===== src/rtl/irq_subsys_pkg.sv =====
package irq_subsys_pkg;
  localparam int NUM_SRC  = 4;
  localparam int WORD_W   = 16;
  localparam int CLR_LSB  = 0;
  localparam int EN_LSB   = 8;
  localparam int ID_W     = 3;
  localparam int REV_W    = 4;
  localparam int ID_LSB   = NUM_SRC;
  localparam int STRAP_BIT = ID_LSB + ID_W;
  localparam int REV_LSB  = STRAP_BIT + 1;

  typedef struct packed {
    logic [NUM_SRC-1:0] clrMask;
    logic               enLoad;
    logic [NUM_SRC-1:0] enValue;
  } ctlStrobe_t;
endpackage


===== src/rtl/irq_subsys_ctrl.sv =====
module irq_subsys_ctrl
  import irq_subsys_pkg::*;
(
  input  logic              clk,
  input  logic              rstN,
  input  logic              wrEn,
  input  logic [WORD_W-1:0] wrData,
  output ctlStrobe_t        strb
);
  always_comb begin
    strb.clrMask = '0;
    strb.enLoad  = 1'b0;
    strb.enValue = '0;
    if (wrEn) begin
      strb.clrMask = wrData[CLR_LSB +: NUM_SRC];
      strb.enLoad  = 1'b1;
      strb.enValue = wrData[EN_LSB +: NUM_SRC];
    end
  end

  // no strobe leaves the decoder without a write
  p_quiet_no_write_r2: assert property (@(posedge clk) disable iff (!rstN)
    !wrEn |-> (strb.clrMask == '0) && !strb.enLoad);
endmodule


===== src/rtl/irq_subsys_datapath.sv =====
module irq_subsys_datapath
  import irq_subsys_pkg::*;
(
  input  logic               clk,
  input  logic               rstN,
  input  logic [NUM_SRC-1:0] evtIn,
  input  ctlStrobe_t         strb,
  input  logic [ID_W-1:0]    monitorId,
  input  logic               planeStrap,
  input  logic [REV_W-1:0]   chipRev,
  output logic [WORD_W-1:0]  statusWord,
  output logic               irqOut
);
  localparam int PAD_W = WORD_W - REV_LSB - REV_W;

  logic [NUM_SRC-1:0] evtPrevQ;
  logic [NUM_SRC-1:0] riseEvt;
  logic [NUM_SRC-1:0] flagQ;
  logic [NUM_SRC-1:0] enQ;
  logic               strapQ;
  logic               irqQ;

  assign riseEvt = evtIn & ~evtPrevQ;

  always_ff @(posedge clk) begin
    if (!rstN) evtPrevQ <= '0;
    else       evtPrevQ <= evtIn;
  end

  for (genvar i = 0; i < NUM_SRC; i++) begin : g_flag
    always_ff @(posedge clk) begin
      if (!rstN)           flagQ[i] <= 1'b0;
      else if (riseEvt[i]) flagQ[i] <= 1'b1;
      else if (strb.clrMask[i]) flagQ[i] <= 1'b0;
    end

    // a set flag without a clear stays set
    p_flag_hold_r1: assert property (@(posedge clk) disable iff (!rstN)
      flagQ[i] && !strb.clrMask[i] |=> flagQ[i]);
    // an edge always leaves the flag set, even against a clear
    p_set_wins_r3: assert property (@(posedge clk) disable iff (!rstN)
      riseEvt[i] |=> flagQ[i]);
    // a clear with no edge drops the flag
    p_clear_r2: assert property (@(posedge clk) disable iff (!rstN)
      strb.clrMask[i] && !riseEvt[i] |=> !flagQ[i]);
  end

  always_ff @(posedge clk) begin
    if (!rstN)           enQ <= '0;
    else if (strb.enLoad) enQ <= strb.enValue;
  end

  always_ff @(posedge clk) begin
    if (!rstN) strapQ <= planeStrap;
  end

  always_ff @(posedge clk) begin
    if (!rstN) irqQ <= 1'b0;
    else       irqQ <= |(flagQ & enQ);
  end

  assign irqOut = irqQ;
  assign statusWord = {{PAD_W{1'b0}}, chipRev, strapQ, monitorId, flagQ};

  // enables hold without a load
  p_en_hold_r4: assert property (@(posedge clk) disable iff (!rstN)
    !strb.enLoad |=> $stable(enQ));
  // irq follows enabled flags one edge later
  p_irq_set_r5: assert property (@(posedge clk) disable iff (!rstN)
    (|(flagQ & enQ)) |=> irqOut);
  p_irq_clr_r5: assert property (@(posedge clk) disable iff (!rstN)
    !(|(flagQ & enQ)) |=> !irqOut);
  // strap is frozen once out of reset
  p_strap_frozen_r8: assert property (@(posedge clk) disable iff (!rstN)
    rstN |=> $stable(strapQ));
endmodule


===== src/rtl/irq_subsys_top.sv =====
module irq_subsys_top
  import irq_subsys_pkg::*;
(
  input  logic                clk,
  input  logic                rstN,
  input  logic [NUM_SRC-1:0]  evtIn,
  input  logic                ctlWrEn,
  input  logic [WORD_W-1:0]   ctlWrData,
  input  logic [ID_W-1:0]     monitorId,
  input  logic                planeStrap,
  input  logic [REV_W-1:0]    chipRev,
  output logic [WORD_W-1:0]   statusWord,
  output logic                irqOut
);
  ctlStrobe_t strb;

  irq_subsys_ctrl u_ctrl (
    .clk    (clk),
    .rstN   (rstN),
    .wrEn   (ctlWrEn),
    .wrData (ctlWrData),
    .strb   (strb)
  );

  irq_subsys_datapath u_dp (
    .clk        (clk),
    .rstN       (rstN),
    .evtIn      (evtIn),
    .strb       (strb),
    .monitorId  (monitorId),
    .planeStrap (planeStrap),
    .chipRev    (chipRev),
    .statusWord (statusWord),
    .irqOut     (irqOut)
  );
endmodule


===== config.mk =====
export PLATFORM = sky130hd
export DESIGN_NAME = irq_subsys_top
export DESIGN_NICKNAME = d
export VERILOG_FILES = /design/src/rtl/irq_subsys_pkg.sv /design/src/rtl/irq_subsys_ctrl.sv /design/src/rtl/irq_subsys_datapath.sv /design/src/rtl/irq_subsys_top.sv
export SDC_FILE = /design/constraint.sdc
export NUM_CORES = 1
export LEC_CHECK = 0
export BUFFER_PORTS_ARGS = -buffer_cell sky130_fd_sc_hd__buf_4
export CAP_MARGIN = 40
export CORE_MARGIN = 1.5
export CORE_UTILIZATION = 36
export CTS_CLUSTER_DIAMETER = 80
export DETAILED_ROUTE_END_ITERATION = 10
export GPL_TIMING_DRIVEN = 0
export PLACE_DENSITY_LB_ADDON = 0.08
export SLEW_MARGIN = 30
export SYNTH_ARGS = -nofsm -noshare
export SYNTH_HDL_FRONTEND = slang
export SYNTH_SLANG_ARGS = --single-unit

===== constraint.sdc =====
create_clock -name clk -period 0.95 [get_ports clk]
set_input_delay 0.0475 -clock clk [delete_from_list [all_inputs] [get_ports clk]]
set_output_delay 0.0475 -clock clk [all_outputs]
set_load 0.01 [all_outputs]

==> results of run 1 <==
-- cells in the mapped netlist --
cell | number | area (sq um)
edfxtp_1 | 1 | 30.0
nand2b_1 | 4 | 25.0
a22oi_1 | 2 | 15.0
mux2i_1 | 4 | 40.0
conb_1 | 1 | 3.75
a21bo_1 | 4 | 40.0
a21oi_1 | 5 | 25.0
dfxtp_1 | 13 | 260
and2_1 | 4 | 25.0
buf_4 | 12 | 90.1
buf_6 | 1 | 11.3
nor2_1 | 4 | 15.0
inv_2 | 1 | 3.75
-- repair_timing --
item                                   in CTS  in global routing
setup endpoints to repair                   1                  0
endpoints found under the hold margin       7                  0
hold buffers                                7                  0
-- kinds of logic after synthesis --
logic type,Yosys count,synth area share [%]
AND/OR/NAND/NOR,12,11.1
buffers and inverters,14,18.0
AO/OA/AOI/OAI,11,13.7
multiplexers,4,6.85
flip-flops,14,49.7
other,1,0.642
-- worst paths after layout --
| path | from | to |
|---|---|---|
| min reg2reg | u_dp.evtPrevQ[0] | u_dp.statusWord[0] |
| min | rstN | u_dp.evtPrevQ[0] |
| max reg2reg | u_dp.statusWord[2] | u_dp.statusWord[2] |
| max | u_dp.strapQ | statusWord[7] |
-- routing by layer --
metal,GRT usage [%],up-vias,wire (microns)
met1,14.8,215,439
met2,20.9,25,532
met5,0,-,0
met4,10.9,0,32
met3,3.40,5,111
li1,-,246,-
-- registers in the layout (all words and copies together), names as in the netlist --
register and count:
u_dp.irqOut 1, u_dp.strapQ 1, u_dp.enQ 4, u_dp.evtPrevQ 4
u_dp.statusWord 4
-- metrics by stage --
step	util [%]	worst slack (ns)	power, mW	area, sq um
2_1_floorplan	-	0.196	0.783	596
3_5_place_dp	54.3	0.222	0.893	818
5_1_grt	60.9	0.0754	1.39	917
4_1_cts	60.9	0.111	1.34	917
6_report	60.9	0.116	1.33	917
3_3_place_gp	54.3	0.217	0.891	818
-- cell type report --
cell class	instances	area [sq um]	share of cell area (%)
tap	16	20.0	2.18
timing repair buffer	34	273	29.7
buffer	12	93.8	10.2
inverter	1	3.75	0.409
sequential	14	290	31.7
clock buffer	4	36.3	3.96
multi-input combinational	31	200	21.8
-- power by group through the flow --
| stage | Clock (mW) | Combinational [mW] | Sequential, mW |
|---|---|---|---|
| finish | 0.430 | 0.248 | 0.648 |
| global route | 0.468 | 0.269 | 0.652 |
| CTS | 0.443 | 0.250 | 0.648 |
| detailed placement | 0 | 0.231 | 0.662 |
| global placement | 0 | 0.229 | 0.662 |
| floorplan | 0 | 0.117 | 0.666 |
==> metrics.yaml, run 1 <==
startpoint_type: "register"
r2r_slack_ns: 0.19
grt-ovfl-total: 0
power_leakage_nw: 0.461
drv_slew: 0
max_cap_violations: 0
worstPathRequired_ns: 0.90
ctsHtreeMaxLevel: 1
synth_seq_cells: 14
num_vias: 491
post_cts_buffers: 0
tritoncts: "yes"
stdcell_count: 112
dpl.hpwl_microns: 816
vias_per_cell: 4.38
port_buffers: 27
dr.pass1.iters: 4
synthesis.area_sq_um: 584
synth-seq-area-share_pct: 49.7
grt_pass1_vias: 445
dp_cells: 102
setup_violations: 0
clkPwrFrac_pct: 32.4
root_buffer: "clkbuf_4"
final_hold_viol_count: 0
status: "finished, final reports clean"
num_rows: 14
fin_tns_setup_ns: 0
power_frac_seq_pct: 48.9
hp-class: "primary input to register"
grt_start_max_net_pins: 11
cts.sinks: 14
die_h_microns: 43.3
path_clk_slew_ns: 0.09
dieWidth_microns: 43.3
worst-path-stages: 1
layout-drive-gt1-share_pct: 45.8
final.min_clock_period_ns: 0.834
grt_first_pass_wirelength_mm: 1.80
path_cells: "buf_4"
ys_warn_count: 0
critPathSlowestCell: "edfxtp_1"
critPathTopFamily: "flip-flops"
syn_inst: 56
grt.total_usage_pct: 13.3
cts_resized: 0
vdd_drop_max_mv: 1.08
avgSynthCellArea_sq_um: 10.4
start_util_pct: 38.8
clkLatencyLatePin_ns: 0.28
final_cell_mix: "buf_4, dfxtp_1, dlygate4sd3_1"
io_pins: 48
fmax_mhz: 1200
power.internal_mw: 1.03
detail_route.wl_per_cell_microns: 9.96
fin_nets: 128
power.switching_mw: 0.299
critPathMaxStageDelay_ns: 0.36
routed_wl_mm: 1.12
power_density_nw_per_um2: 1450
die_area_sq_um: 1870
cts.path.max_buffers: 2
min_period_over_period_pct: 87.8
skew_ns: 0.00308
ys_types: 13
path_buf_inv: 1
dr.first_iter.drc_count: 4
cts_made_buffers: 3
final_common_cell: "buf_4"
crit_path_max_fanout: 1
globalplace.congestion: 0.660
cp-end-kind: "output pin"
core-area_sq_um: 1510
area.growth.synth_to_final_pct: 57.0
drc: 0
worstPathArrival_ns: 0.79
hold_depth: 2
combPwrFrac_pct: 18.7
swShare_pct: 22.6
path_class: "register to output pin"
n_fill_cell: 150
antenna_found_initial: 0
grt_setup_unrepaired: "no"
reg2reg_depth: 2
hold_slack_ns: 0.00143
antenna_left: 0
antenna_cells: 0
Power figures use the tool's default switching activity.
==> run 2, diff against run 1 <==
--- a/config.mk
+++ b/config.mk
@@ -6,9 +6,10 @@
 export NUM_CORES = 1
 export LEC_CHECK = 0
 export BUFFER_PORTS_ARGS = -buffer_cell sky130_fd_sc_hd__buf_4
-export CAP_MARGIN = 40
+export CAP_MARGIN = 30
 export CORE_MARGIN = 1.5
-export CORE_UTILIZATION = 36
+export CORE_UTILIZATION = 39
+export CTS_BUF_LIST = sky130_fd_sc_hd__clkbuf_2 sky130_fd_sc_hd__clkbuf_4 sky130_fd_sc_hd__clkbuf_8
 export CTS_CLUSTER_DIAMETER = 80
 export DETAILED_ROUTE_END_ITERATION = 10
 export GPL_TIMING_DRIVEN = 0
==> metrics.yaml, run 2 (same netlist as run 1, synthesis figures left out) <==
dr.pass1.iters: 4  # unchanged
cts.path.max_buffers: 2  # unchanged
grt_pass1_vias: 459  # was 445
root_buffer: "clkbuf_4"  # unchanged
layout-drive-gt1-share_pct: 46.3  # was 45.8%
die_h_microns: 41.7  # was 43.3 microns
combPwrFrac_pct: 19.4  # was 18.7%
hp-class: "primary input to register"  # unchanged
fin_area_sq_um: 900  # was 917 sq um
crit_path_max_fanout: 1  # unchanged
final_common_cell: "buf_4"  # unchanged
dr.first_iter.drc_count: 1  # was 4
path_cells: "buf_4"  # unchanged
power_density_nw_per_um2: 1410  # was 1450 nW/um^2
detail_route.wl_per_cell_microns: 9.93  # was 9.96 microns
antenna_cells: 0  # unchanged
power_frac_seq_pct: 51.2  # was 48.9%
grt_first_pass_wirelength_mm: 1.74  # was 1.80 mm
power.internal_mw: 0.982  # was 1.03 mW
worstPathRequired_ns: 0.90  # about the same
critPathTopFamily: "flip-flops"  # unchanged
min_period_over_period_pct: 89.0  # was 87.8%
drv_slew: 0  # unchanged
clkLatencyLatePin_ns: 0.27  # was 0.28 ns
drc: 0  # unchanged
port_buffers: 27  # unchanged
final_cell_mix: "buf_4, dfxtp_1, dlygate4sd3_1"  # unchanged
grt_start_max_net_pins: 11  # unchanged
routed_wl_mm: 1.09  # was 1.12 mm
max_cap_violations: 0  # unchanged
num_vias: 487  # was 491
dpl.hpwl_microns: 794  # was 816 microns
antenna_found_initial: 0  # unchanged
cts_made_buffers: 3  # unchanged
tritoncts: "yes"  # unchanged
final.min_clock_period_ns: 0.845  # was 0.834 ns
vias_per_cell: 4.43  # was 4.38
n_fill_cell: 127  # was 150
dieWidth_microns: 41.7  # was 43.3 microns
place_ws_ns: 0.217  # was 0.222 ns
core-area_sq_um: 1350  # was 1510 sq um
start_util_pct: 43.3  # was 38.8%
io_pins: 48  # unchanged
totalPowerFinal_mw: 1.27  # was 1.33 mW
final_core_utilization_pct: 66.6  # was 60.9%
worstPathArrival_ns: 0.80  # was 0.79 ns
post_cts_buffers: 0  # unchanged
vdd_drop_max_mv: 0.930  # was 1.08 mV
cts.sinks: 14  # unchanged
grt-ovfl-total: 0  # unchanged
grt.total_usage_pct: 13.1  # was 13.3%
path_class: "register to output pin"  # unchanged
globalplace.congestion: 0.683  # was 0.660
placed_cell_area_sq_um: 817  # was 818 sq um
fin_tns_setup_ns: 0  # unchanged
power_leakage_nw: 0.454  # was 0.461 nW
startpoint_type: "register"  # unchanged
final_hold_viol_count: 0  # unchanged
critPathSlowestCell: "edfxtp_1"  # unchanged
clkPwrFrac_pct: 29.4  # was 32.4%
status: "finished, final reports clean"  # unchanged
critPathMaxStageDelay_ns: 0.37  # was 0.36 ns
skew_ns: 0.00727  # was 0.00308 ns
area.growth.synth_to_final_pct: 54.0  # was 57.0%
cp-end-kind: "output pin"  # unchanged
fmax_mhz: 1180  # was 1200 MHz
ctsHtreeMaxLevel: 1  # unchanged
swShare_pct: 22.4  # was 22.6%
power.switching_mw: 0.283  # was 0.299 mW
fin_ws_ns: 0.105  # was 0.116 ns
setup_violations: 0  # unchanged
antenna_left: 0  # unchanged
path_buf_inv: 1  # unchanged
num_rows: 13  # was 14
grt_setup_unrepaired: "no"  # unchanged
fin_nets: 127  # was 128
die_area_sq_um: 1740  # was 1870 sq um
path_clk_slew_ns: 0.08  # was 0.09 ns
[run 2: worst register-to-register path, stage by stage (launching register included)]
cell and delay, ns:
dfxtp_1 0.37, a21bo_1 0.21, a21oi_1 0.12
[run 2: power by group through the flow]
stage / Combinational (mW) / Sequential [mW] / Clock, mW
2_1_floorplan: 0.117 / 0.666 / 0
3_3_place_gp: 0.229 / 0.661 / 0
3_5_place_dp: 0.231 / 0.662 / 0
4_1_cts: 0.244 / 0.648 / 0.385
5_1_grt: 0.267 / 0.652 / 0.416
6_report: 0.246 / 0.648 / 0.371
[run 2: path summary, 6_finish.rpt]
check	from	slack (ns)	end	cells after the start
max	u_dp.strapQ	0.10	statusWord[7]	1
min	rstN	0.006	u_dp.evtPrevQ[2]	2
max reg2reg	u_dp.statusWord[3]	0.19	u_dp.statusWord[3]	2
min reg2reg	u_dp.evtPrevQ[0]	0.48	u_dp.statusWord[0]	2
[run 2: final cells by class]
type,instances,area [sq um],area share [%]
clock buffers,4,30.0,3.34
multi-input cells,31,200,22.3
inverters,1,3.75,0.417
plain buffers,12,93.8,10.4
repair buffers,33,263,29.2
well taps,15,18.8,2.09
flip-flops and latches,14,290,32.3
[run 2: stage by stage]
stage / hold slack, ns / instances
finish: 0.00557 / 110
global route: 0.00604 / 110
CTS: 0.00553 / 109
detailed placement: 0.230 / 101
global placement: 0.231 / 101
floorplan: 0.146 / 59
[run 2: what timing repair did]
item	CTS	global route
setup endpoints to repair	1	0
gates resized for setup	0	0
hold buffers	5	1
endpoints found under the hold margin	5	1
[run 2: per-layer routing]
layer,up-vias,part of all wire [%],GRT usage (%)
met3,0,10,4.35
met5,-,0,0
li1,247,-,-
met1,214,40,12.2
met2,26,50,23.4
met4,0,0,9.68
